### src/rtl/irq_pkg.sv
package irq_pkg;
  localparam int DW         = 16;
  localparam int SET_BIT    = 15;
  localparam int MASTER_BIT = 14;
  localparam int EN_W       = 15;
  localparam int REQ_W      = 14;
  localparam int EXT_LO_BIT = 3;
  localparam int EXT_HI_BIT = 13;
  localparam int LVL_W      = 3;

  typedef enum logic [1:0] {
    A_EN_WR  = 2'd0,
    A_EN_RD  = 2'd1,
    A_REQ_WR = 2'd2,
    A_REQ_RD = 2'd3
  } reg_addr_e;

  function automatic logic [LVL_W-1:0] bit_level(input int idx);
    if (idx <= 2)       return 3'd1;
    else if (idx == 3)  return 3'd2;
    else if (idx <= 5)  return 3'd3;
    else if (idx <= 10) return 3'd4;
    else if (idx <= 12) return 3'd5;
    else                return 3'd6;
  endfunction

  function automatic logic [LVL_W-1:0] top_level(input logic [REQ_W-1:0] act);
    logic [LVL_W-1:0] best;
    best = '0;
    for (int i = 0; i < REQ_W; i++)
      if (act[i] && bit_level(i) > best) best = bit_level(i);
    return best;
  endfunction
endpackage

### src/rtl/irq_sync.sv
module irq_sync #(
  parameter int N      = 2,
  parameter int STAGES = 2
) (
  input  logic         clk,
  input  logic         rst_n,
  input  logic [N-1:0] d_n,
  output logic [N-1:0] q_n
);
  logic [N-1:0] stg [STAGES];

  for (genvar s = 0; s < STAGES; s++) begin : g_stage
    if (s == 0) begin : g_first
      always_ff @(posedge clk or negedge rst_n)
        if (!rst_n) stg[s] <= '1;
        else        stg[s] <= d_n;
    end else begin : g_next
      always_ff @(posedge clk or negedge rst_n)
        if (!rst_n) stg[s] <= '1;
        else        stg[s] <= stg[s-1];
    end
  end

  assign q_n = stg[STAGES-1];
endmodule

### src/rtl/irq_setclr_reg.sv
module irq_setclr_reg #(
  parameter int W       = 15,
  parameter int DW      = 16,
  parameter int SET_BIT = 15
) (
  input  logic          clk,
  input  logic          rst_n,
  input  logic          wr_en,
  input  logic [DW-1:0] wdata,
  input  logic [W-1:0]  hw_set,
  output logic [W-1:0]  q
);
  logic [W-1:0] sel;
  logic         do_set;
  logic [W-1:0] after_wr;

  assign sel    = wdata[W-1:0];
  assign do_set = wdata[SET_BIT];

  always_comb begin
    after_wr = q;
    if (wr_en) after_wr = do_set ? (q | sel) : (q & ~sel);
  end

  always_ff @(posedge clk or negedge rst_n)
    if (!rst_n) q <= '0;
    else        q <= after_wr | hw_set;

  AST_SET_TAKES: assert property (@(posedge clk) disable iff (!rst_n)
    wr_en && do_set |=> (q & $past(sel)) == $past(sel));
  AST_CLR_TAKES: assert property (@(posedge clk) disable iff (!rst_n)
    wr_en && !do_set && hw_set == '0 |=> (q & $past(sel)) == '0);
  AST_KEEP_UNSEL: assert property (@(posedge clk) disable iff (!rst_n)
    wr_en && hw_set == '0 |=> ((q ^ $past(q)) & ~$past(sel)) == '0);
endmodule

### src/rtl/irq_prio_enc.sv
module irq_prio_enc
  import irq_pkg::*;
(
  input  logic [REQ_W-1:0] req,
  input  logic [EN_W-1:0]  en,
  output logic [LVL_W-1:0] level
);
  logic             master_on;
  logic [REQ_W-1:0] active;

  assign master_on = en[MASTER_BIT];
  assign active    = master_on ? (req & en[REQ_W-1:0]) : '0;
  assign level     = top_level(active);

  always_comb begin
    AST_LEVEL_RANGE: assert (level <= 3'd6);
  end
endmodule

### src/rtl/irq_level_ctrl.sv
module irq_level_ctrl
  import irq_pkg::*;
(
  input  logic             clk,
  input  logic             rst_n,
  input  logic             bus_wr,
  input  logic [1:0]       bus_addr,
  input  logic [DW-1:0]    bus_wdata,
  output logic [DW-1:0]    bus_rdata,
  input  logic [REQ_W-1:0] src_set,
  input  logic             ext_lo_n,
  input  logic             ext_hi_n,
  output logic [LVL_W-1:0] ipl_n
);
  localparam logic [REQ_W-1:0] ONCHIP_MASK =
    ~((REQ_W'(1) << EXT_LO_BIT) | (REQ_W'(1) << EXT_HI_BIT));

  logic [EN_W-1:0]  en_q;
  logic [REQ_W-1:0] req_q;
  logic [REQ_W-1:0] req_hw;
  logic [1:0]       ext_sync_n;
  logic             lo_sync_n, hi_sync_n;
  logic             en_wr, req_wr;
  logic [LVL_W-1:0] level;

  assign en_wr  = bus_wr && (bus_addr == A_EN_WR);
  assign req_wr = bus_wr && (bus_addr == A_REQ_WR);

  irq_sync #(.N(2), .STAGES(2)) u_sync (
    .clk(clk), .rst_n(rst_n), .d_n({ext_hi_n, ext_lo_n}), .q_n(ext_sync_n));

  assign lo_sync_n = ext_sync_n[0];
  assign hi_sync_n = ext_sync_n[1];

  always_comb begin
    req_hw = src_set & ONCHIP_MASK;
    req_hw[EXT_LO_BIT] = !lo_sync_n;
    req_hw[EXT_HI_BIT] = !hi_sync_n;
  end

  irq_setclr_reg #(.W(EN_W), .DW(DW), .SET_BIT(SET_BIT)) u_en (
    .clk(clk), .rst_n(rst_n), .wr_en(en_wr), .wdata(bus_wdata),
    .hw_set('0), .q(en_q));

  irq_setclr_reg #(.W(REQ_W), .DW(DW), .SET_BIT(SET_BIT)) u_req (
    .clk(clk), .rst_n(rst_n), .wr_en(req_wr), .wdata(bus_wdata),
    .hw_set(req_hw), .q(req_q));

  irq_prio_enc u_enc (.req(req_q), .en(en_q), .level(level));

  always_ff @(posedge clk or negedge rst_n)
    if (!rst_n) ipl_n <= '1;
    else        ipl_n <= ~level;

  always_comb begin
    case (bus_addr)
      A_EN_RD:  bus_rdata = {{(DW-EN_W){1'b0}}, en_q};
      A_REQ_RD: bus_rdata = {{(DW-REQ_W){1'b0}}, req_q};
      default:  bus_rdata = '0;
    endcase
  end

  AST_NEVER_NMI: assert property (@(posedge clk) disable iff (!rst_n)
    ipl_n != 3'b000);
  AST_MASTER_GATE: assert property (@(posedge clk) disable iff (!rst_n)
    !en_q[MASTER_BIT] |=> ipl_n == 3'b111);
  AST_MASKED_IDLE: assert property (@(posedge clk) disable iff (!rst_n)
    (req_q & en_q[REQ_W-1:0]) == '0 |=> ipl_n == 3'b111);
  AST_EXT_LO_HOLD: assert property (@(posedge clk) disable iff (!rst_n)
    !lo_sync_n |=> req_q[EXT_LO_BIT]);
  AST_EXT_HI_HOLD: assert property (@(posedge clk) disable iff (!rst_n)
    !hi_sync_n |=> req_q[EXT_HI_BIT]);
  AST_RD_TOP_ZERO: assert property (@(posedge clk) disable iff (!rst_n)
    bus_rdata[DW-1] == 1'b0);
endmodule

### config.mk
export PLATFORM = sky130hd
export DESIGN_NAME = irq_level_ctrl
export DESIGN_NICKNAME = d
export VERILOG_FILES = /design/src/rtl/irq_pkg.sv /design/src/rtl/irq_sync.sv /design/src/rtl/irq_setclr_reg.sv /design/src/rtl/irq_prio_enc.sv /design/src/rtl/irq_level_ctrl.sv
export SDC_FILE = /design/constraint.sdc
export NUM_CORES = 1
export LEC_CHECK = 0
export ABC_AREA = 1
export BUFFER_PORTS_ARGS = -buffer_cell sky130_fd_sc_hd__buf_2
export CORE_MARGIN = 2
export CORE_UTILIZATION = 45
export DETAILED_ROUTE_END_ITERATION = 10
export GPL_TIMING_DRIVEN = 0
export PLACE_DENSITY_LB_ADDON = 0.08
export SLEW_MARGIN = 25
export SYNTH_ARGS = -nofsm -noshare
export SYNTH_HDL_FRONTEND = slang
export SYNTH_SLANG_ARGS = --single-unit
### constraint.sdc
create_clock -name clk -period 0.95 [get_ports clk]
set_input_delay 0.19 -clock clk [delete_from_list [all_inputs] [get_ports clk]]
set_output_delay 0.19 -clock clk [all_outputs]
set_load 0.02 [all_outputs]
# [Word level (Yosys, flattened, before mapping)]
# Index checks and enable logic that the tools add are counted.
[classes] mux=19 n_addsub=0 n_lt_le_gt_ge=13 n_eq_ne=3 reduce_logical=18 n_div=0 mul=0 bitwise_logic=9 n_shift=0
[op_table] cell="$mux 14" count=3
[op_table] cell="$mux 3" count=13
[op_table] cell="$pmux 15 s2" count=1
[op_table] cell="$and 14x14->14" count=2
[op_table] cell="$or 14x14->14" count=2
[op_table] cell="$gt 3x3->1 const A" count=8
[op_table] cell="$and 15x15->15" count=1
[op_table] cell="$logic_and 1x1->1" count=15
[op_table] cell="$mux 15" count=1
[op_table] cell="$not 15->15" count=1
[op_table] cell="$or 15x15->15" count=1
[op_table] cell="$not 14->14" count=1
[op_table] cell="$gt 2x3->1 const A" count=3
[op_table] cell="$gt 1x3->1 const A" count=2
[op_table] cell="$eq 2x2->1 const B" count=2
[op_table] cell="$not 3->3" count=1
[op_table] cell="$eq 2x1->1 const B" count=1
[op_table] cell="$logic_not 1->1" count=2
[op_table] cell="$logic_not 2->1" count=1
[op_table] cell="$mux 1" count=1
[totals] regBits=36 n_memories=0 ram_bits=0 latch_bits=0 romBits=0 output_inout_bits=19 elab_cells=67

# [Logic depth before layout (Yosys ltp)]
# Gate-level depths: netlist (run 1).
[depth] word_depth=43 depth_mapped=7 mapped_depth_nobuf=7

# [By module]
# A second synthesis (run 1) with hierarchy kept.
[hier_totals] hier_cells=287 area_unflattened_um2=2168.3
[modules_own_cells] module="irq_setclr_reg (u_en)" n_inst=1 area_per_inst_um2=739.5 cells_per_inst=94 seq_area_each_um2=375.4
[modules_own_cells] module="irq_setclr_reg (u_req)" n_inst=1 area_per_inst_um2=701.9 cells_per_inst=88 seq_area_each_um2=350.3
[modules_own_cells] module="irq_level_ctrl" n_inst=1 area_per_inst_um2=455.4 cells_per_inst=66 seq_area_each_um2=78.8
[modules_own_cells] module="irq_prio_enc" n_inst=1 area_per_inst_um2=151.4 cells_per_inst=33 seq_area_each_um2=0.0
[modules_own_cells] module="irq_sync" n_inst=1 area_per_inst_um2=120.1 cells_per_inst=6 seq_area_each_um2=105.1

# [Worst setup path before layout (run 1)]
# OpenSTA, ideal clock, no wires.
[synth_timing] path_kind="input to output" startpoint="input bus_addr[1]" endpoint="output bus_rdata[13]" n_path_buf=1 stages=4 arrival_ps=923 path_slack_ps=-163 required_ps=760 path_cell_list="buf_6 > inv_4 > nand2_1 > o21ai_0"
[synth_between] elab_chain_len=2 word_cells_on_any_way=3 classes_between="eq/ne (2); mux (1)"
[synth_lines] element="from (decl)" line="irq_level_ctrl.sv:7" rtl="input logic [1:0] bus_addr,"
[synth_lines] element="$eq 2x2->1 or $eq 2x1->1 (tied branches)" line="irq_level_ctrl.sv:56" rtl="case (bus_addr)"
[synth_lines] element="$pmux 15 s2 *" line="irq_level_ctrl.sv:56"
[synth_lines] element="to (decl)" line="irq_level_ctrl.sv:9" rtl="output logic [DW-1:0] bus_rdata,"
# Every way passes the cells marked *; elsewhere a longest branch is shown, timed or not.

# [Final worst setup path (run 1)]
[layout_timing] startpoint="register u_req.q[12]" endpoint="output bus_rdata[12]"
[layout_between] elab_chain_len=1
[layout_lines] element="from (decl)" line="irq_setclr_reg.sv:11" rtl="output logic [W-1:0] q"
[layout_lines] element="from (signal assigned)" line="irq_setclr_reg.sv:27" rtl="else q <= after_wr | hw_set;"
[layout_lines] element="$pmux 15 s2" line="irq_level_ctrl.sv:56"
# Every way passes these cells.

==> impl_metrics.tcl, run 1 <==
set metrics [dict create \
    drive_above_1_share_pct 50.16 \
    dr.pass1.iters 4 \
    r2r-start "u_req.q[12]$_DFF_PN0_" \
    wirelength_um 5186 \
    worstPathArrival_ns 1.00 \
    setup_tns_ns -3.752 \
    synthTopCellsByArea "dfrtp_1, nand2_1, dfstp_2" \
    track_usage_pct 24.32 \
    final_cell_mix "nand2_1, buf_2, buf_4, buf_6, dfrtp_1" \
    crit_fanout 2 \
    syn-instance-count 222 \
    p_leak_nw 1.320 \
    worst_path_largest_cell_delay_ns 0.40 \
    finalHoldViolations 18 \
    drc 0 \
    wl_met1_um 2283 \
    clockBufferDepth 2 \
    synthesis.area_um2 1764 \
    highest_layer "met4" \
    avgSynthCellArea_um2 7.947 \
    clk_latency_ns 0.29 \
    dr_wl_met2_um 2550 \
    htree_levels 2 \
    timing.critical_path.to "bus_rdata[12]" \
    clock_skew_ns 0.005712 \
    wl_met3_um 274 \
    finalSetupViolations 22 \
    fin_nets 353 \
    min_period_ns 1.192 \
    dpl.hpwl_um 3156 \
    crit_path_start_kind "flop" \
    status "finished, violations left" \
    antenna_found_initial 0 \
    cts_buffers 5 \
    clk_pin_slew_ns 0.07 \
    timing.rr.end "ipl_n[2]$_DFF_PN1_" \
    die-area_um2 4438 \
    ys_ff_latch 36 \
    diodes 0 \
    yosysWarningCount 0 \
    routed_via_density 5.200 \
    ys_seq_area_share_pct 51.56 \
    irDropWorstVdd_uv 949.3 \
    post_drt_wl_per_cell_um 14.21 \
    io_buffer_count 51 \
    max_freq_ghz 0.8389 \
    grt_pass1_wl_um 8059 \
    gp_congestion 0.7740 \
    grt_max_degree 37 \
    required_ns 0.76 \
    cts_root_buffer "clkbuf_8" \
    p_total_mw 4.486 \
    path_depth 3 \
    crit_family "flip-flops" \
    clock-sinks 36 \
    period_share_pct 125.5 \
    rsz0062_at_grt "yes" \
    synth_top_area_share_pct 41.13 \
    finalWorstSetupSlack_ns -0.2421 \
    crit_start "u_req.q[12]$_DFF_PN0_" \
    power.density_nw_per_um2 1608 \
    max_slew_margin_pct 46.29 \
    rows 22 \
    holdCritPathClass "input pin to asynchronous set/reset pin" \
    r2r_slack_ns -0.13 \
    synth_cell_types 20 \
    violations "negative hold slack, negative setup slack" \
    initial_core_util_pct 47.47 \
    mostFrequentLayoutCell "nand2_1" \
    cp-end-kind "primary output" \
    slowest_stage "dfrtp_1" \
    first_global_vias 1773 \
    crit_path_cell_trace "nand3_1 -> nand2_2 -> buf_6" \
    holdWs_ns -0.009384 \
    die_w_um 66.62 \
    die_y_um 66.62 \
    synthesis.nets 259 \
    grt_overflow 0 \
    core_area_um2 3716 \
    postPlaceCellArea_um2 2151 \
    worst_slew_pin_slew_ns 0.8056 \
    crit_buf_inv 1 \
    ant_nets 0 \
    synth.largest_area_cell "dfrtp_1" \
    syn2layout_area_growth_pct 58.08 \
    via_count 1898 \
    worstRegToRegCells 7 \
    maxSlewViolCount 0 \
    dp.cells 321 \
    max_cap_violations 0 \
    drtIter0Drc 126 \
    final_area_um2 2789 \
    critPathKind "flop to primary output" \
    pin_count 56 \
    cts_tree "yes" \
    finalNonFillerCells 365 \
]
per-layer routing:
layer | GRT usage [%] | vias to the layer above
met3 | 5.236 | 9
met1 | 31.77 | 906
met5 | 0 | -
met4 | 6.633 | 0
met2 | 40.75 | 61
li1 | - | 922
area by class of cell:
type,instances,area [um2]
Tap cell,48,60.06
Inverter,8,35.03
Sequential cell,36,909.6
Clock inverter,2,10.01
Fill cell,309,927.1
Multi-Input combinational cell,166,910.9
Timing Repair Buffer,87,668.1
Clock buffer,6,82.58
Buffer,12,112.6
what timing repair did:
item	in CTS	in global routing
resized for setup	51	30
pin swaps	16	11
hold buffers	2	0
setup buffers	27	7
hold endpoints to repair	2	0
setup endpoints to repair	31	31
through the flow:
step	utilization, %	setup slack (ns)	hold slack (ns)
finish	75.05	-0.2421	-0.009384
global route	75.05	-0.2662	0.04920
CTS	70.57	-0.2125	0.01164
detailed placement	57.88	-0.4726	0.2966
global placement	57.88	-0.4462	0.2951
floorplan	-	-0.1175	-0.1056
cell families after synthesis:
| kind of cell | after synthesis | synth area share, % |
|---|---|---|
| compound gates | 44 | 12.91 |
| flops | 36 | 51.56 |
| simple gates | 121 | 29.43 |
| buf+inv | 20 | 5.886 |
| other cells | 1 | 0.2126 |
report_power, final:
part / switching, mW / leakage [nW] / internal [mW]
Sequential: 0.126 / 0.390 / 1.76
Clock: 0.552 / 0.0510 / 0.579
Combinational: 0.746 / 0.879 / 0.720
Total: 1.42 / 1.32 / 3.06
how the worst min path moves through the flow:
stage / startpoint / endpoint / slack (ns) / depth (start not counted)
after floorplan: rst_n / asynchronous set/reset pin / -0.11 / 0
after global placement: ext_hi_n / u_sync.stg[3]$_DFF_PN1_ / 0.30 / 1
after detailed placement: ext_hi_n / u_sync.stg[3]$_DFF_PN1_ / 0.30 / 1
after CTS: rst_n / asynchronous set/reset pin / 0.01 / 1
after global routing: rst_n / u_req.q[5]$_DFF_PN0_ / 0.05 / 1
final: rst_n / u_req.q[2]$_DFF_PN0_ / -0.009 / 1
synth_stat cells:
library cell and instances:
nand2_1 85, nand3_1 31, dfrtp_1 29, o21ai_0 19, a21oi_1 13, o21ai_1 9, dfstp_2 7, inv_1 7
clkbuf_1 4, buf_2 3, buf_4 2, buf_6 2, nor2_1 2, nor3_4 2, o211ai_1 2, buf_1 1
conb_1 1, inv_4 1, nor3_1 1, o21bai_1 1
worst register-to-register path, stage by stage (launching register included):
cell and delay, ns:
dfrtp_1 0.40, buf_4 0.15, buf_6 0.11, nand2_1 0.05
nand2_1 0.06, nand2_2 0.08, nand2_1 0.06, nor2_1 0.11
(Power assumes the default switching activity.)
==> run 2, diff against run 1 <==
--- a/config.mk
+++ b/config.mk
@@ -11,7 +11,7 @@
 export CORE_UTILIZATION = 45
 export DETAILED_ROUTE_END_ITERATION = 10
 export GPL_TIMING_DRIVEN = 0
-export PLACE_DENSITY_LB_ADDON = 0.08
+export PLACE_DENSITY = 0.78
 export SLEW_MARGIN = 25
 export SYNTH_ARGS = -nofsm -noshare
 export SYNTH_HDL_FRONTEND = slang
==> run 2 against run 1 <==
The run still ends with negative hold slack, negative setup slack left. Clock power about the same. Hold slack worse by 0.012 ns. Clock-buffer cell count up 2. Final cell count up 0.55%. Critical endpoint is now bus_rdata[13]. Largest cell class unchanged. Largest power group unchanged.
==> impl_metrics.tcl, run 2 (synthesis gave the netlist of run 1 again) <==
set metrics [dict create \
    crit_family "flip-flops" \
    dpl.hpwl_um 3193 \
    die-area_um2 4438 \
    fillers 254 \
    finalSetupViolations 24 \
    routed_via_density 5.452 \
    clk_pin_slew_ns 0.07 \
    cts_tree "yes" \
    cts_root_buffer "clkbuf_8" \
    cp-end-kind "primary output" \
    drtIter0Drc 141 \
    worst_path_largest_cell_delay_ns 0.40 \
    mostFrequentLayoutCell "nand2_1" \
    crit_buf_inv 1 \
    wirelength_um 5930 \
    core_area_um2 3716 \
    final_cell_mix "nand2_1, buf_2, buf_4, buf_6" \
    fin_nets 355 \
    fin_util_pct 77.58 \
    min_period_ns 1.198 \
    die_w_um 66.62 \
    max_cap_violations 0 \
    worstRegToRegCells 6 \
    power.density_nw_per_um2 1605 \
    gp_congestion 0.8176 \
    post_drt_wl_per_cell_um 16.16 \
    dr.pass1.iters 7 \
    syn2layout_area_growth_pct 63.40 \
    slowest_stage "dfrtp_1" \
    antenna_found_initial 0 \
    rows 22 \
    crit_path_start_kind "flop" \
    cts_buffers 5 \
    timing.rr.end "ipl_n[2]$_DFF_PN1_" \
    violations "negative hold slack, negative setup slack" \
    grt_overflow 0 \
    initial_core_util_pct 47.47 \
    critPathKind "flop to primary output" \
    regArea_um2 909.6 \
    p_leak_nw 1.341 \
    period_share_pct 126.1 \
    worst_slew_pin_slew_ns 0.7814 \
    worstPathArrival_ns 1.01 \
    clk_latency_ns 0.29 \
    rsz0062_at_grt "yes" \
    status "finished, violations left" \
    die_y_um 66.62 \
    via_count 2001 \
    track_usage_pct 26.78 \
    irDropWorstVdd_uv 933.9 \
    drive_above_1_share_pct 55.49 \
    multi_input_area_um2 988.4 \
    htree_levels 2 \
    p_total_mw 4.627 \
    r2r-start "u_req.q[7]$_DFF_PN0_" \
    crit_path_cell_trace "nand3_2 -> o21ai_2 -> buf_6" \
    required_ns 0.76 \
    clock_skew_ns 0.005006 \
    crit_fanout 2 \
    clock-sinks 36 \
    r2r_slack_ns -0.15 \
    first_global_vias 1827 \
    io_buffer_count 51 \
    maxSlewViolCount 0 \
    diodes 0 \
    holdCritPathClass "input pin to asynchronous set/reset pin" \
    finalHoldViolations 29 \
    grt_pass1_wl_um 8618 \
    pin_count 56 \
    clockBufferDepth 2 \
    finalWorstSetupSlack_ns -0.2476 \
    grt_max_degree 37 \
    drc 0 \
    ant_nets 0 \
    crit_start "u_req.q[13]$_DFF_PN0_" \
    max_freq_ghz 0.8350 \
    holdWs_ns -0.02148 \
    max_slew_margin_pct 47.91 \
]
[run 2: cell count changes in the layout (fill, tap and decap cells not counted), moves of 5 or more]
cell	change
nand3_1	-8
nand2_1	-7
nand3_2	+7
nand2_2	+5
[run 2: area by class of cell]
cell class | count | share of cell area, %
well taps | 48 | 2.083
multi-input cells | 166 | 34.29
inverters | 8 | 1.215
plain buffers | 12 | 3.906
clock buffers | 8 | 3.125
flip-flops and latches | 36 | 31.55
repair buffers | 89 | 23.83
[run 2: power breakdown]
group	internal, mW	leakage, nW	switching [mW]	total (mW)
sequential	1.76	0.390	0.135	1.90
clock	0.591	0.0455	0.536	1.13
combinational	0.768	0.906	0.835	1.60
[run 2: how the worst max path moves through the flow]
stage / end / slack, ns / cells past startpoint
2_1_floorplan: u_req.q[10]$_DFF_PN0_ / -0.12 / 7
3_3_place_gp: bus_rdata[6] / -0.41 / 6
3_5_place_dp: bus_rdata[9] / -0.45 / 6
4_1_cts: bus_rdata[11] / -0.22 / 3
5_1_grt: bus_rdata[2] / -0.28 / 3
6_report: bus_rdata[13] / -0.25 / 3
[run 2: routing by layer]
layer | track usage, % | up-vias | wire (um)
met5 | 0 | - | 0
met4 | 8.163 | 0 | 137
met3 | 6.419 | 15 | 438
met2 | 47.63 | 112 | 3129
met1 | 31.81 | 949 | 2225
li1 | - | 925 | -
[run 2: worst register-to-register path, stage by stage (launching register included)]
cell      delay, ns
dfrtp_1        0.41
buf_6          0.14
nand2_2        0.05
nand2_2        0.07
o21bai_4       0.17
nand2_1        0.09
nor2_1         0.11
[run 2: per-stage QoR]
step | area [um2] | TNS, ns | cells | setup slack (ns) | hold WS (ns)
5_1_grt | 2883 | -4.934 | 367 | -0.2844 | 0.03108
3_3_place_gp | 2151 | -12.63 | 321 | -0.4123 | 0.2957
6_report | 2883 | -4.016 | 367 | -0.2476 | -0.02148
2_1_floorplan | 1836 | -1.893 | 222 | -0.1175 | -0.1056
3_5_place_dp | 2151 | -13.67 | 321 | -0.4509 | 0.2966
4_1_cts | 2720 | -3.935 | 363 | -0.2212 | 0.003075
[run 2: repair_timing]
item,CTS,global route
gates resized for setup,65,36
pin swaps,20,15
hold buffers,2,0
cloned,0,1
setup endpoints to repair,31,32
hold endpoints to repair,2,0
setup buffers,32,4
